==> config.mk <==
export PLATFORM = sky130hd
export DESIGN_NAME = elem_loop_seq
export DESIGN_NICKNAME = d
export VERILOG_FILES = /design/src/rtl/eseq_pkg.sv /design/src/rtl/eseq_pred_lane.sv /design/src/rtl/eseq_step.sv /design/src/rtl/eseq_ctrl.sv /design/src/rtl/elem_loop_seq.sv
export SDC_FILE = /design/constraint.sdc
export NUM_CORES = 1
export LEC_CHECK = 0
export ABC_AREA = 1
export BUFFER_PORTS_ARGS = -buffer_cell sky130_fd_sc_hd__buf_2
export CAP_MARGIN = 10
export CORE_MARGIN = 2
export CORE_UTILIZATION = 30
export DETAILED_ROUTE_END_ITERATION = 10
export PLACE_DENSITY = 0.59
export SYNTH_ARGS = -nofsm -noshare
export SYNTH_HDL_FRONTEND = slang
export SYNTH_SLANG_ARGS = --single-unit
==> constraint.sdc <==
create_clock -name clk -period 3.9 [get_ports clk]
set_input_delay 0 -clock clk [delete_from_list [all_inputs] [get_ports clk]]
set_output_delay 0 -clock clk [all_outputs]
set_load 0.01 [all_outputs]
==> src/rtl/eseq_pkg.sv <==
package eseq_pkg;

  typedef enum logic [0:0] {
    SQ_IDLE = 1'b0,
    SQ_RUN  = 1'b1
  } sq_state_t;

  typedef struct packed {
    logic vf;
    logic ff;
    logic incl;
  } mode_t;

  // A lane element is live when predication is off, or when its mask bit
  // (after optional inversion) is one.
  function automatic logic lane_live(input logic bit_in, input logic en,
                                     input logic inv);
    return !en || (bit_in ^ inv);
  endfunction

  // New vector length after a fail-first hit at destination position pos.
  function automatic int unsigned cut_len(input int unsigned pos,
                                          input logic incl);
    return incl ? pos + 1 : pos;
  endfunction

endpackage

==> src/rtl/eseq_pred_lane.sv <==
module eseq_pred_lane
  import eseq_pkg::*;
#(
  parameter int MAX_VL = 128,
  parameter int IW     = $clog2(MAX_VL)
) (
  input  logic              clk,
  input  logic              rst_n,
  input  logic              load,
  input  logic [MAX_VL-1:0] mask_in,
  input  logic              en_in,
  input  logic              inv_in,
  input  logic [IW-1:0]     idx,
  output logic              live
);

  logic [MAX_VL-1:0] mask_q;
  logic              en_q;
  logic              inv_q;

  always_ff @(posedge clk) begin
    if (!rst_n) begin
      mask_q <= '0;
      en_q   <= 1'b0;
      inv_q  <= 1'b0;
    end else if (load) begin
      mask_q <= mask_in;
      en_q   <= en_in;
      inv_q  <= inv_in;
    end
  end

  assign live = lane_live(mask_q[idx], en_q, inv_q);

endmodule

==> src/rtl/eseq_step.sv <==
module eseq_step #(
  parameter int LW = 8
) (
  input  logic          clk,
  input  logic          rst_n,
  input  logic          clr,
  input  logic          ld,
  input  logic [LW-1:0] ld_val,
  input  logic          inc,
  output logic [LW-1:0] q
);

  always_ff @(posedge clk) begin
    if (!rst_n)   q <= '0;
    else if (clr) q <= '0;
    else if (ld)  q <= ld_val;
    else if (inc) q <= q + LW'(1);
  end

  p_step_clr_r5: assert property (@(posedge clk) disable iff (!rst_n)
    clr |=> (q == '0));

endmodule

==> src/rtl/eseq_ctrl.sv <==
module eseq_ctrl
  import eseq_pkg::*;
#(
  parameter int MAX_VL = 128,
  parameter int LW     = $clog2(MAX_VL + 1)
) (
  input  logic          clk,
  input  logic          rst_n,
  input  logic          start,
  input  logic [LW-1:0] cfg_vl,
  input  mode_t         mode_in,
  input  logic          st_wr,
  input  logic          vf_step,
  input  logic [LW-1:0] src_q,
  input  logic [LW-1:0] dst_q,
  input  logic          src_live,
  input  logic          dst_live,
  input  logic          el_ready,
  input  logic          el_fail,
  output logic          busy,
  output logic          el_valid,
  output logic          done,
  output logic          vl_cut,
  output logic [LW-1:0] vl_cur,
  output logic          lane_load,
  output logic          src_inc,
  output logic          dst_inc,
  output logic          step_clr,
  output logic          step_ld
);

  localparam logic [LW-1:0] VL_MAX = LW'(MAX_VL);

  sq_state_t     state_q, state_d;
  mode_t         mode_q, mode_d;
  logic [LW-1:0] vl_q, vl_d;

  logic end_c;
  logic fire;
  logic ff_hit;
  logic wrap_c;

  assign end_c  = (src_q >= vl_q) || (dst_q >= vl_q);
  assign fire   = el_valid && el_ready;
  assign ff_hit = fire && mode_q.ff && el_fail;
  assign wrap_c = (({1'b0, src_q} + (LW+1)'(1)) >= {1'b0, vl_q}) ||
                  (({1'b0, dst_q} + (LW+1)'(1)) >= {1'b0, vl_q});

  always_comb begin
    state_d   = state_q;
    mode_d    = mode_q;
    vl_d      = vl_q;
    el_valid  = 1'b0;
    done      = 1'b0;
    vl_cut    = 1'b0;
    lane_load = 1'b0;
    src_inc   = 1'b0;
    dst_inc   = 1'b0;
    step_clr  = 1'b0;
    step_ld   = 1'b0;
    case (state_q)
      SQ_IDLE: begin
        if (start) begin
          lane_load = 1'b1;
          mode_d    = mode_in;
          vl_d      = (cfg_vl > VL_MAX) ? VL_MAX : cfg_vl;
          state_d   = SQ_RUN;
        end else if (st_wr) begin
          step_ld = 1'b1;
        end else if (vf_step) begin
          if (wrap_c) step_clr = 1'b1;
          else begin
            src_inc = 1'b1;
            dst_inc = 1'b1;
          end
        end
      end
      default: begin
        if (end_c) begin
          done     = 1'b1;
          step_clr = 1'b1;
          state_d  = SQ_IDLE;
        end else if (src_live && dst_live) begin
          el_valid = 1'b1;
          if (fire) begin
            if (ff_hit) begin
              step_clr = 1'b1;
              vl_cut   = 1'b1;
              vl_d     = LW'(cut_len(int'(dst_q), mode_q.incl));
              done     = 1'b1;
              state_d  = SQ_IDLE;
            end else if (mode_q.vf) begin
              done    = 1'b1;
              state_d = SQ_IDLE;
            end else begin
              src_inc = 1'b1;
              dst_inc = 1'b1;
            end
          end
        end else begin
          src_inc = !src_live;
          dst_inc = !dst_live;
        end
      end
    endcase
  end

  always_ff @(posedge clk) begin
    if (!rst_n) begin
      state_q <= SQ_IDLE;
      mode_q  <= '0;
      vl_q    <= '0;
    end else begin
      state_q <= state_d;
      mode_q  <= mode_d;
      vl_q    <= vl_d;
    end
  end

  assign busy   = (state_q == SQ_RUN);
  assign vl_cur = vl_q;

  p_done_idle_r2: assert property (@(posedge clk) disable iff (!rst_n)
    done |=> !busy);

  p_vl_bound_r11: assert property (@(posedge clk) disable iff (!rst_n)
    busy |-> (vl_q <= VL_MAX));

endmodule

==> src/rtl/elem_loop_seq.sv <==
module elem_loop_seq
  import eseq_pkg::*;
#(
  parameter int MAX_VL = 128,
  parameter int IW     = $clog2(MAX_VL),
  parameter int LW     = $clog2(MAX_VL + 1)
) (
  input  logic              clk,
  input  logic              rst_n,
  input  logic              start,
  input  logic [LW-1:0]     cfg_vl,
  input  logic [MAX_VL-1:0] cfg_src_mask,
  input  logic [MAX_VL-1:0] cfg_dst_mask,
  input  logic              cfg_src_en,
  input  logic              cfg_dst_en,
  input  logic              cfg_src_inv,
  input  logic              cfg_dst_inv,
  input  logic              cfg_vf,
  input  logic              cfg_ff,
  input  logic              cfg_ff_incl,
  input  logic              st_wr,
  input  logic [LW-1:0]     st_src,
  input  logic [LW-1:0]     st_dst,
  input  logic              vf_step,
  output logic              el_valid,
  input  logic              el_ready,
  output logic [IW-1:0]     el_src,
  output logic [IW-1:0]     el_dst,
  input  logic              el_fail,
  output logic              busy,
  output logic              done,
  output logic [LW-1:0]     src_step,
  output logic [LW-1:0]     dst_step,
  output logic [LW-1:0]     vl_cur,
  output logic              vl_cut
);

  // Lane 0 is the source side, lane 1 the destination side.
  logic [1:0]    live_v;
  logic [1:0]    inc_v;
  logic [LW-1:0] step_v [2];
  logic          lane_load;
  logic          step_clr;
  logic          step_ld;
  logic          src_inc;
  logic          dst_inc;
  mode_t         mode_in;

  assign inc_v   = {dst_inc, src_inc};
  assign mode_in = '{vf: cfg_vf, ff: cfg_ff, incl: cfg_ff_incl};

  for (genvar g = 0; g < 2; g++) begin : g_lane
    eseq_pred_lane #(.MAX_VL(MAX_VL), .IW(IW)) u_lane (
      .clk    (clk),
      .rst_n  (rst_n),
      .load   (lane_load),
      .mask_in((g == 0) ? cfg_src_mask : cfg_dst_mask),
      .en_in  ((g == 0) ? cfg_src_en : cfg_dst_en),
      .inv_in ((g == 0) ? cfg_src_inv : cfg_dst_inv),
      .idx    (step_v[g][IW-1:0]),
      .live   (live_v[g])
    );

    eseq_step #(.LW(LW)) u_step (
      .clk   (clk),
      .rst_n (rst_n),
      .clr   (step_clr),
      .ld    (step_ld),
      .ld_val((g == 0) ? st_src : st_dst),
      .inc   (inc_v[g]),
      .q     (step_v[g])
    );
  end

  eseq_ctrl #(.MAX_VL(MAX_VL), .LW(LW)) u_ctrl (
    .clk      (clk),
    .rst_n    (rst_n),
    .start    (start),
    .cfg_vl   (cfg_vl),
    .mode_in  (mode_in),
    .st_wr    (st_wr),
    .vf_step  (vf_step),
    .src_q    (step_v[0]),
    .dst_q    (step_v[1]),
    .src_live (live_v[0]),
    .dst_live (live_v[1]),
    .el_ready (el_ready),
    .el_fail  (el_fail),
    .busy     (busy),
    .el_valid (el_valid),
    .done     (done),
    .vl_cut   (vl_cut),
    .vl_cur   (vl_cur),
    .lane_load(lane_load),
    .src_inc  (src_inc),
    .dst_inc  (dst_inc),
    .step_clr (step_clr),
    .step_ld  (step_ld)
  );

  assign el_src   = step_v[0][IW-1:0];
  assign el_dst   = step_v[1][IW-1:0];
  assign src_step = step_v[0];
  assign dst_step = step_v[1];

  p_issue_live_r3: assert property (@(posedge clk) disable iff (!rst_n)
    el_valid |-> (live_v[0] && live_v[1]));

  p_idx_range_r5: assert property (@(posedge clk) disable iff (!rst_n)
    el_valid |-> ((src_step < vl_cur) && (dst_step < vl_cur)));

  p_hold_r6: assert property (@(posedge clk) disable iff (!rst_n)
    (el_valid && !el_ready) |=> (el_valid && $stable(el_src) && $stable(el_dst)));

  p_end_reset_r5: assert property (@(posedge clk) disable iff (!rst_n)
    (done && !el_valid) |=> ((src_step == '0) && (dst_step == '0)));

  p_cut_shrink_r8: assert property (@(posedge clk) disable iff (!rst_n)
    vl_cut |=> (vl_cur <= $past(vl_cur)));

endmodule

## Yosys cells after proc, flatten, opt, wreduce, memory -nomap -nowiden

Cells that the tools add are included.

| operators by class | value |
|---|---|
| add/sub/neg operators | 5 |
| order comparisons | 7 |
| equality and inequality tests | 4 |
| muxes and demuxes | 58 |
| bitwise gates (word level) | 4 |
| reduce and logical (&&, ||, !) cells | 18 |

Operator list:

| kind | number |
|---|---|
| $mux 8 | 12 |
| $mux 1 | 44 |
| $add 8x1->8 const B | 3 |
| $add 8x1->9 const B | 2 |
| $ge 9x8->1 | 2 |
| $ge 8x8->1 | 2 |
| $lt 7x8->1 const B | 2 |
| $bmux 1 s7 | 2 |
| $gt 8x8->1 const B | 1 |
| $ne 2x2->1 const B | 4 |
| $reduce_bool 2->1 | 3 |
| $reduce_and 5->1 | 1 |
| $logic_and 1x1->1 | 4 |
| $logic_not 1->1 | 4 |
| $logic_or 1x1->1 | 4 |
| $not 1->1 | 2 |
| $reduce_and 2->1 | 1 |
| $reduce_or 2->1 | 1 |
| $xor 1x1->1 | 2 |

| word-level totals | value |
|---|---|
| bits in registers | 288 |
| output and inout port bits | 42 |

## Longest topological paths before layout

Gate-level depths: netlist of run 1.

| depth | value |
|---|---|
| word-level depth | 18 |
| depth in mapped cells | 21 |
| mapped depth without buffers | 20 |

## By module

Synthesis of run 1 repeated with hierarchy kept, for this count alone.

| unflattened totals | value |
|---|---|
| cells, all modules | 2195 |
| area total of the unflattened synthesis | 14505.2 um^2 |

By module, submodules not included:

| module | times used | cells an instance | area an instance (um^2) |
|---|---|---|---|
| eseq_pred_lane | 2 | 860 | 5736.8 |
| eseq_ctrl | 1 | 321 | 1948.1 |
| eseq_step | 2 | 70 | 489.2 |
| elem_loop_seq | 1 | 14 | 105.1 |

## Worst setup path after synthesis of run 1

OpenSTA, ideal clock, no wires.

| timing | value |
|---|---|
| path type | reg-to-reg |
| start | register g_lane[0].u_step.q[0] |
| end | register g_lane[0].u_step.q[6] |
| arrival time | 2937 ps |
| path slack | 848 ps |
| stages on the path, launching flop included | 21 |
| path buffers | 2 |
| period minus slack after synthesis | 3052 ps |
| path through | dfxtp_1 > inv_2 > buf_4 > buf_6 > nor3_1 > nand3_1 > xor2_1 > inv_1 > ha_1 > nand2_1 > inv_1 > nand2_1 > nand2_1 > nand2_1 > o2111a_1 > a21oi_2 > o21ai_0 > inv_2 > nand2_4 > nand2_1 > a21oi_2 |

| between the ends | value |
|---|---|
| word-level cells in the longest chain between the ends | 17 |

Ends and longest elaborated chain:

| item | RTL line | text |
|---|---|---|
| from (decl) | eseq_step.sv:10 | `output logic [LW-1:0] q` |
| from (signal assigned) | eseq_step.sv:16 | `else if (ld) q <= ld_val;` |
| from (signal assigned) | eseq_step.sv:17 | `else if (inc) q <= q + LW'(1);` |
| $bmux 1 s7 | eseq_pred_lane.sv:33 | `assign live = lane_live(mask_q[idx], en_q, inv_q);` |
| $mux 1 (not written as such) | eseq_pred_lane.sv:33 |  |
| $xor 1x1->1 | eseq_pkg.sv:18 | `return !en \|\| (bit_in ^ inv);` |
| $logic_or 1x1->1 | eseq_pkg.sv:18 |  |
| $logic_and 1x1->1 | eseq_ctrl.sv:83 | `end else if (src_live && dst_live) begin` |
| $mux 1 | eseq_ctrl.sv:83 |  |
| $mux 1 | eseq_ctrl.sv:79 | `if (end_c) begin` |
| $mux 1 | eseq_ctrl.sv:61 | `case (state_q)` |
| $logic_and 1x1->1 | eseq_ctrl.sv:44 | `assign fire = el_valid && el_ready;` |
| $logic_and 1x1->1 (2 in series) | eseq_ctrl.sv:45 | `assign ff_hit = fire && mode_q.ff && el_fail;` |
| $mux 1 | eseq_ctrl.sv:86 | `if (ff_hit) begin` |
| $mux 1 | eseq_ctrl.sv:85 | `if (fire) begin` |
| $mux 1 | eseq_ctrl.sv:83 |  |
| $mux 1 | eseq_ctrl.sv:79 |  |
| $mux 1 | eseq_ctrl.sv:61 |  |
| $reduce_bool 2->1 (no line) or $reduce_or 2->1 (tied branches) | -- |  |

Several ways; a longest one is shown, not always the timed one. The select of a mux whose other input is x is not followed.
A chain may end at the register's enable or synchronous reset.

## Worst setup path in the final report of run 1

| timing | value |
|---|---|
| start | register g_lane[1].u_step.q[1] |
| end | register u_ctrl.state_q (netlist: u_ctrl.busy) |

| between the ends | value |
|---|---|
| word-level cells in the longest chain between the ends | 16 |

Ends and longest elaborated chain:

| item | RTL line | text |
|---|---|---|
| from (decl) | eseq_step.sv:10 |  |
| from (signal assigned) | eseq_step.sv:16 |  |
| from (signal assigned) | eseq_step.sv:17 |  |
| $bmux 1 s7 | eseq_pred_lane.sv:33 |  |
| $mux 1 (not written as such) | eseq_pred_lane.sv:33 |  |
| $xor 1x1->1 | eseq_pkg.sv:18 |  |
| $logic_or 1x1->1 | eseq_pkg.sv:18 |  |
| $logic_and 1x1->1 | eseq_ctrl.sv:83 |  |
| $mux 1 | eseq_ctrl.sv:83 |  |
| $mux 1 | eseq_ctrl.sv:79 |  |
| $mux 1 | eseq_ctrl.sv:61 |  |
| $logic_and 1x1->1 | eseq_ctrl.sv:44 |  |
| $logic_and 1x1->1 (2 in series) | eseq_ctrl.sv:45 |  |
| $mux 1 | eseq_ctrl.sv:86 |  |
| $mux 1 | eseq_ctrl.sv:85 |  |
| $mux 1 | eseq_ctrl.sv:83 |  |
| $mux 1 * | eseq_ctrl.sv:79 |  |
| $mux 1 * | eseq_ctrl.sv:61 |  |
| to (signal assigned) | eseq_ctrl.sv:114 | `state_q <= state_d;` |
| to (decl) | eseq_ctrl.sv:34 | `sq_state_t state_q, state_d;` |

Every way passes the cells marked *; elsewhere a longest branch is shown, timed or not. The select of a mux whose other input is x is not followed.

==> impl_metrics.ini, run 1 <==
[layout]
drive_gt1_frac = 0.175
most-common-layout-cells = nand2_1 (388), nor2_1 (347), buf_2 (334)
instances_no_fill = 3347
final_nets = 3031
final_area_um2 = 20700
layout-area-overhead-vs-synth_pct = 43.3
layout_commonest_cell = nand2_1
fillers = 4744

[grt]
grt_pass1_vias = 15800
top_usage_layer = met2
overflow = 0
grtUsageTotal = 0.213
grt_pass1_wl_mm = 85.1
gr-usage-met3 = 0.0338
grt_max_degree = 138
grt_util_met1 = 0.269
antenna_found_initial = 1
grt_use_met2 = 0.371

[clocking]
cts_num_sinks = 288
numCtsBuffers = 36
cts_tree = done
clk_pin_slew_ns = 0.06
insertion_delay_ns = 0.56
cts_max_level = 2
clock_path_buffers = 3
cts_root_buf = clkbuf_16

[logic_synthesis]
synth_flop_cell = dfxtp_1
yosysWarnings = 0
synthCells = 2160
ys_seq_area_frac = 0.400
syn-num-nets = 2488
synth_edf_count = 0
syn-mean-instance-area_um2 = 6.68
synth_cell_type_count = 37
ys_ff_latch = 288
async_reset_ff_frac = 0
syn_area_um2 = 14400

[route]
wl_per_cell_um = 16.4
viasPerCell = 4.84
drc = 0
wl_mm = 55.0
dr.pass1.iters = 7
dr.first_iter.drc_count = 1091
vias = 16200
antenna_left = 0

[critical_path]
crit_path_frequent_cell = nand2_1
cp_num_buf_inv = 3
ff2ff_path_depth = 20
ff2ff_setup_slack_ns = 0.29
critPathKind = flip-flop to flip-flop
path_cells = buf_4 -> inv_2 -> o211ai_1 -> nand2_1 -> nand2_1 -> nand2_1 -> nand2_1 -> nand3_1 -> nand3_1 -> nand3_1 -> nand3_1 -> nand3_2 -> nand2_2 -> nor2_4 -> nand2_1 -> a21oi_1 -> nor2_1 -> nor2_1 -> nor2_1 -> dlygate4sd3_1
crit_required_ns = 4.33
critPathTopFamily = simple AND/OR/NAND/NOR gates
worstReg2RegEnd = u_ctrl.busy
r2r-start = g_lane[1].u_step.q[1]
end_kind = flip-flop
critPathMaxStageDelay_ns = 0.58
crit_fanout = 38
cp_slowest_cell = inv_2
start_kind = flip-flop
cp_data_arrival_time_ns = 4.04

[die]
core-area_um2 = 47600
ioPinCount = 336
rows = 80
start_util = 0.303
dieArea_um2 = 49900
die_x_um = 223
die_h_um = 223

[timing]
slew_headroom = 0.339
hold_violations = 0
hold_slack_ns = 0.0974
fmax_mhz = 277
rsz0062_at_grt = false
setup_violations = 0
drv_slew = 0
timing.final.crit_share = 0.926
setup-tns-final_ns = 0
clock-skew-final_ns = 0.0219
finalCriticalPeriod_ns = 3.61
tightest_slew_ns = 0.992

[hold_path]
hold_end = u_ctrl.mode_q[2]
min_from = rst_n
min_path_cells = 3
hold_path.class = primary input to flip-flop

[placed_design]
placedCellCount = 2984
gp_congestion = 0.849
hpwl_mm = 34.6
dpl_cell_area_um2 = 16500
port-buffer-count = 335

[pwr]
p_per_area_nw_per_um2 = 414
cellLeakagePower_nw = 9.38
total_power_w = 0.00855
vdd_drop_max_uv = 226

[job]
drv_cap = 0

[run_status]
status = completed
==> synthesized netlist by cell type (all sizes together), types with 5 or more instances <==
| cell type | number | area share |
|---|---|---|
| xor2 | 8 | 0.0049 |
| nand3 | 175 | 0.062 |
| a21oi | 190 | 0.069 |
| nand4 | 6 | 0.0036 |
| dfxtp | 288 | 0.40 |
| o21ai | 317 | 0.11 |
| ha | 34 | 0.029 |
| nand2 | 393 | 0.10 |
| nor2 | 349 | 0.091 |
| clkinv | 5 | 0.0013 |
| inv | 190 | 0.049 |
| or2 | 19 | 0.0082 |
| o211ai | 17 | 0.0088 |
| clkbuf | 99 | 0.026 |
| buf | 59 | 0.026 |
==> per-stage QoR <==
stage	utilization	setup WS [ns]
after floorplan	-	0.848
after detailed placement	0.345	0.459
after global routing	0.434	0.0113
final	0.434	0.287
after CTS	0.434	0.231
after global placement	0.345	0.530
==> report_power, final <==
part	internal [W]	total (W)	switching, W
clock network	0.00207	0.00348	0.00141
logic	0.000725	0.00174	0.00101
registers	0.00321	0.00334	0.000125
total	0.00601	0.00855	0.00255
==> final cells by class <==
class	instances	area (um2)	share of cell area
multi-input cells	1519	7190	0.348
flip-flops and latches	288	5770	0.279
repair buffers	663	4950	0.240
clock buffers	49	1060	0.0513
well taps	615	769	0.0372
inverters	195	742	0.0359
clock inverters	17	181	0.00878
diodes	1	2.50	0.000121
==> registers in the layout, summed over array words and instances, names as in the netlist <==
| signal | cells |
|---|---|
| g_lane.u_lane.en_q | 2 |
| g_lane.u_lane.inv_q | 2 |
| g_lane.u_lane.mask_q | 256 |
| g_lane.u_step.q | 16 |
| u_ctrl.busy | 1 |
| u_ctrl.mode_q | 3 |
| u_ctrl.vl_cur | 8 |
==> per-layer routing <==
layer / up-vias / wire (um)
li1: 8070 / -
met1: 7501 / 24200
met2: 548 / 26400
met3: 95 / 2950
met4: 2 / 1430
met5: - / 16
==> what timing repair did <==
action	4_1_cts	5_1_grt
buffers inserted	0	0
gates resized for setup	0	3
setup endpoints to repair	0	2
hold buffers	296	0
hold endpoints to repair	288	0
==> worst min-delay path, stage by stage <==
cell	delay (ns)
buf_6	0.30
o21ai_0	0.20
a21oi_1	0.05
==> cell families (layout without fill, tap and decap cells) <==
logic type,count (synthesis),in the layout,synth area share
and+or+nand+nor,944,944,0.269
DFF,288,288,0.400
adders and majority gates,34,34,0.0295
xor gates and xnor gates,8,8,0.00486
AOI/OAI and AO/OA,533,533,0.194
other,0,1,0
buffers and inverters,353,924,0.103
==> worst max-delay path by stage <==
stage	depth (start not counted)	startpoint	endpoint	slack, ns
after global routing	17	g_lane[1].u_step.q[3]	g_lane[0].u_step.q[5]	0.01
after detailed placement	17	g_lane[1].u_step.q[3]	g_lane[0].u_step.q[6]	0.46
final	20	g_lane[1].u_step.q[1]	u_ctrl.busy	0.29
after CTS	19	g_lane[1].u_step.q[0]	done	0.23
after floorplan	20	g_lane[0].u_step.q[0]	g_lane[0].u_step.q[6]	0.85
after global placement	18	g_lane[0].u_step.q[0]	g_lane[0].u_step.q[6]	0.53
(Power assumes the default switching activity.)
==> run 2: changes to the inputs <==
--- a/config.mk
+++ b/config.mk
@@ -11,7 +11,7 @@
 export CORE_MARGIN = 2
 export CORE_UTILIZATION = 30
 export DETAILED_ROUTE_END_ITERATION = 10
-export PLACE_DENSITY = 0.59
+export PLACE_DENSITY = 0.54
 export SYNTH_ARGS = -nofsm -noshare
 export SYNTH_HDL_FRONTEND = slang
 export SYNTH_SLANG_ARGS = --single-unit
==> run 2 against run 1 <==
Net effect:
- global-route usage grew 0.064 points
- worst setup slack improved by 0.043 ns
- via count down 1.1%
- clock skew is 0.0071 ns lower
- critical path depth fell by 1
- final cell count up 0.12%
- count of clock-buffer cells in the layout shrank 3
- utilization about the same
- critical path type unchanged
- critical endpoint is now g_lane[0].u_step.q[4]
- largest cell class unchanged
==> impl_metrics.ini, run 2 (same netlist as run 1, synthesis figures left out) <==
[layout]
most-common-layout-cells = nand2_1 (388), nor2_1 (347), buf_2 (334)
layout_commonest_cell = nand2_1
largest-register = g_lane.u_lane.mask_q
fillers = 4858
multi_input_area_um2 = 7200
final_area_um2 = 20700
reg.largest.list = g_lane.u_lane.mask_q: 256 flops, g_lane.u_step.q: 16 flops, u_ctrl.vl_cur: 8 flops
drive_gt1_frac = 0.173
largest_reg_flops = 256
layout-area-overhead-vs-synth_pct = 43.4
final_nets = 3038
antenna_cells = 0
seq_area_um2 = 5770

[die]
die_x_um = 223
dieArea_um2 = 49900
ioPinCount = 336
rows = 80
start_util = 0.303
core-area_um2 = 47600
die_h_um = 223

[run_status]
status = completed

[route]
wl_mm = 54.8
drc = 0
dr.first_iter.drc_count = 1056
antenna_left = 0
dr.pass1.iters = 5
wl_per_cell_um = 16.4
vias = 16000
viasPerCell = 4.79

[pwr]
vdd_drop_max_uv = 214
cellLeakagePower_nw = 9.38
total_power_w = 0.00839
clkPwrFrac = 0.394
p_seq_frac = 0.398
p_per_area_nw_per_um2 = 406
swShare = 0.296
switchingPower_w = 0.00249
p_int_w = 0.00590
combPwrFrac = 0.208

[critical_path]
path_cells = buf_4 -> ha_1 -> nand4_1 -> nor2_1 -> nand2_1 -> nand2_1 -> inv_1 -> ha_1 -> a21oi_1 -> nand2_1 -> nand2_1 -> o2111a_1 -> a21oi_4 -> o21ai_0 -> inv_2 -> nand2_4 -> nand2_1 -> dlygate4sd3_1 -> a21oi_1
worstReg2RegEnd = g_lane[0].u_step.q[4]
critPathKind = flip-flop to flip-flop
crit_fanout = 10
r2r-start = g_lane[1].u_step.q[1]
crit_path_frequent_cell = nand2_1
start_kind = flip-flop
ff2ff_setup_slack_ns = 0.33
end_kind = flip-flop
crit_required_ns = 4.37
cp_data_arrival_time_ns = 4.04
ff2ff_path_depth = 19
critPathMaxStageDelay_ns = 0.57
cp_slowest_cell = dlygate4sd3_1

[hold_path]
min_from = start
min_path_cells = 5
hold_end = u_ctrl.vl_cur[3]
hold_path.class = primary input to flip-flop

[timing]
drv_slew = 0
setup_violations = 0
hold_slack_ns = 0.0638
hold_violations = 0
fmax_mhz = 280
setup-tns-final_ns = 0
timing.final.crit_share = 0.915
clock-skew-final_ns = 0.0148
slew_headroom = 0.321
tightest_slew_ns = 1.02
finalCriticalPeriod_ns = 3.57
rsz0062_at_grt = false

[clocking]
cts_tree = done
numCtsBuffers = 36
cts_root_buf = clkbuf_16
insertion_delay_ns = 0.54
clock_path_buffers = 3
cts_num_sinks = 288
cts_max_level = 2
clk_pin_slew_ns = 0.06

[grt]
grt_pass1_wl_mm = 85.4
grtUsageTotal = 0.214
grt_max_degree = 141
antenna_found_initial = 2
grt_pass1_vias = 15800
overflow = 0

[placed_design]
gp_congestion = 0.841
hpwl_mm = 35.2
dpl_cell_area_um2 = 16400
port-buffer-count = 335

[job]
drv_cap = 0
-- run 2: cell count changes in the layout (fill, tap and decap cells not counted), sizes merged --
cell	change
dlygate4sd3	+7
clkbuf	-3
clkinv	+2
inv	-2
clkinvlp	+1
diode	-1
-- run 2: layout make-up --
class                   count  area share
multi-input cells        1519       0.348
flip-flops and latches    288       0.279
clock inverters            18     0.00823
clock buffers              46      0.0483
inverters                 195      0.0359
well taps                 615      0.0372
repair buffers            670       0.243
-- run 2: per-stage QoR --
stage / instances / util / worst slack, ns
after floorplan: 2160 / - / 0.848
after global placement: 2980 / 0.345 / 0.563
after detailed placement: 2980 / 0.345 / 0.549
after CTS: 3347 / 0.433 / 0.0155
after global routing: 3351 / 0.434 / 0.0150
final: 3351 / 0.434 / 0.330
-- run 2: worst max path at each step --
stage / from / endpoint / slack [ns]
after floorplan: g_lane[0].u_step.q[0] / g_lane[0].u_step.q[6] / 0.85
after global placement: g_lane[0].u_step.q[1] / g_lane[0].u_step.q[7] / 0.56
after detailed placement: g_lane[0].u_step.q[1] / g_lane[0].u_step.q[6] / 0.55
after CTS: g_lane[0].u_step.q[1] / g_lane[0].u_step.q[1] / 0.02
after global routing: g_lane[1].u_step.q[1] / g_lane[0].u_step.q[0] / 0.02
final: g_lane[1].u_step.q[1] / g_lane[0].u_step.q[4] / 0.33
-- run 2: power by group through the flow --
stage	combinational (W)	sequential, W	clock, W
6_report	0.00175	0.00334	0.00331
3_3_place_gp	0.00147	0.00339	0
4_1_cts	0.00173	0.00334	0.00342
3_5_place_dp	0.00149	0.00340	0
5_1_grt	0.00197	0.00336	0.00353
2_1_floorplan	0.00100	0.00336	0
-- run 2: timing repair --
| item | 4_1_cts | 5_1_grt |
|---|---|---|
| buffers inserted | 0 | 4 |
| hold endpoints to repair | 288 | 0 |
| endpoints found under the setup margin | 0 | 9 |
| gates resized for setup | 0 | 5 |
| hold buffers | 303 | 0 |
-- run 2: critical path, delay by kind of cell, from the launching register on --
family	cells	cell delay, ns
AOI/OAI and AO/OA	5	0.72
adders and majority gates	2	0.53
buffers and inverters	4	1.02
DFF	1	0.39
and+or+nand+nor	8	0.84
-- run 2: layer usage --
| metal | track usage | vias up | share of wire |
|---|---|---|---|
| li1 | - | 8088 | - |
| met1 | 0.277 | 7349 | 0.45 |
| met5 | 0 | - | 0.00038 |
| met3 | 0.0342 | 115 | 0.050 |
| met4 | 0.0757 | 4 | 0.034 |
| met2 | 0.361 | 486 | 0.47 |
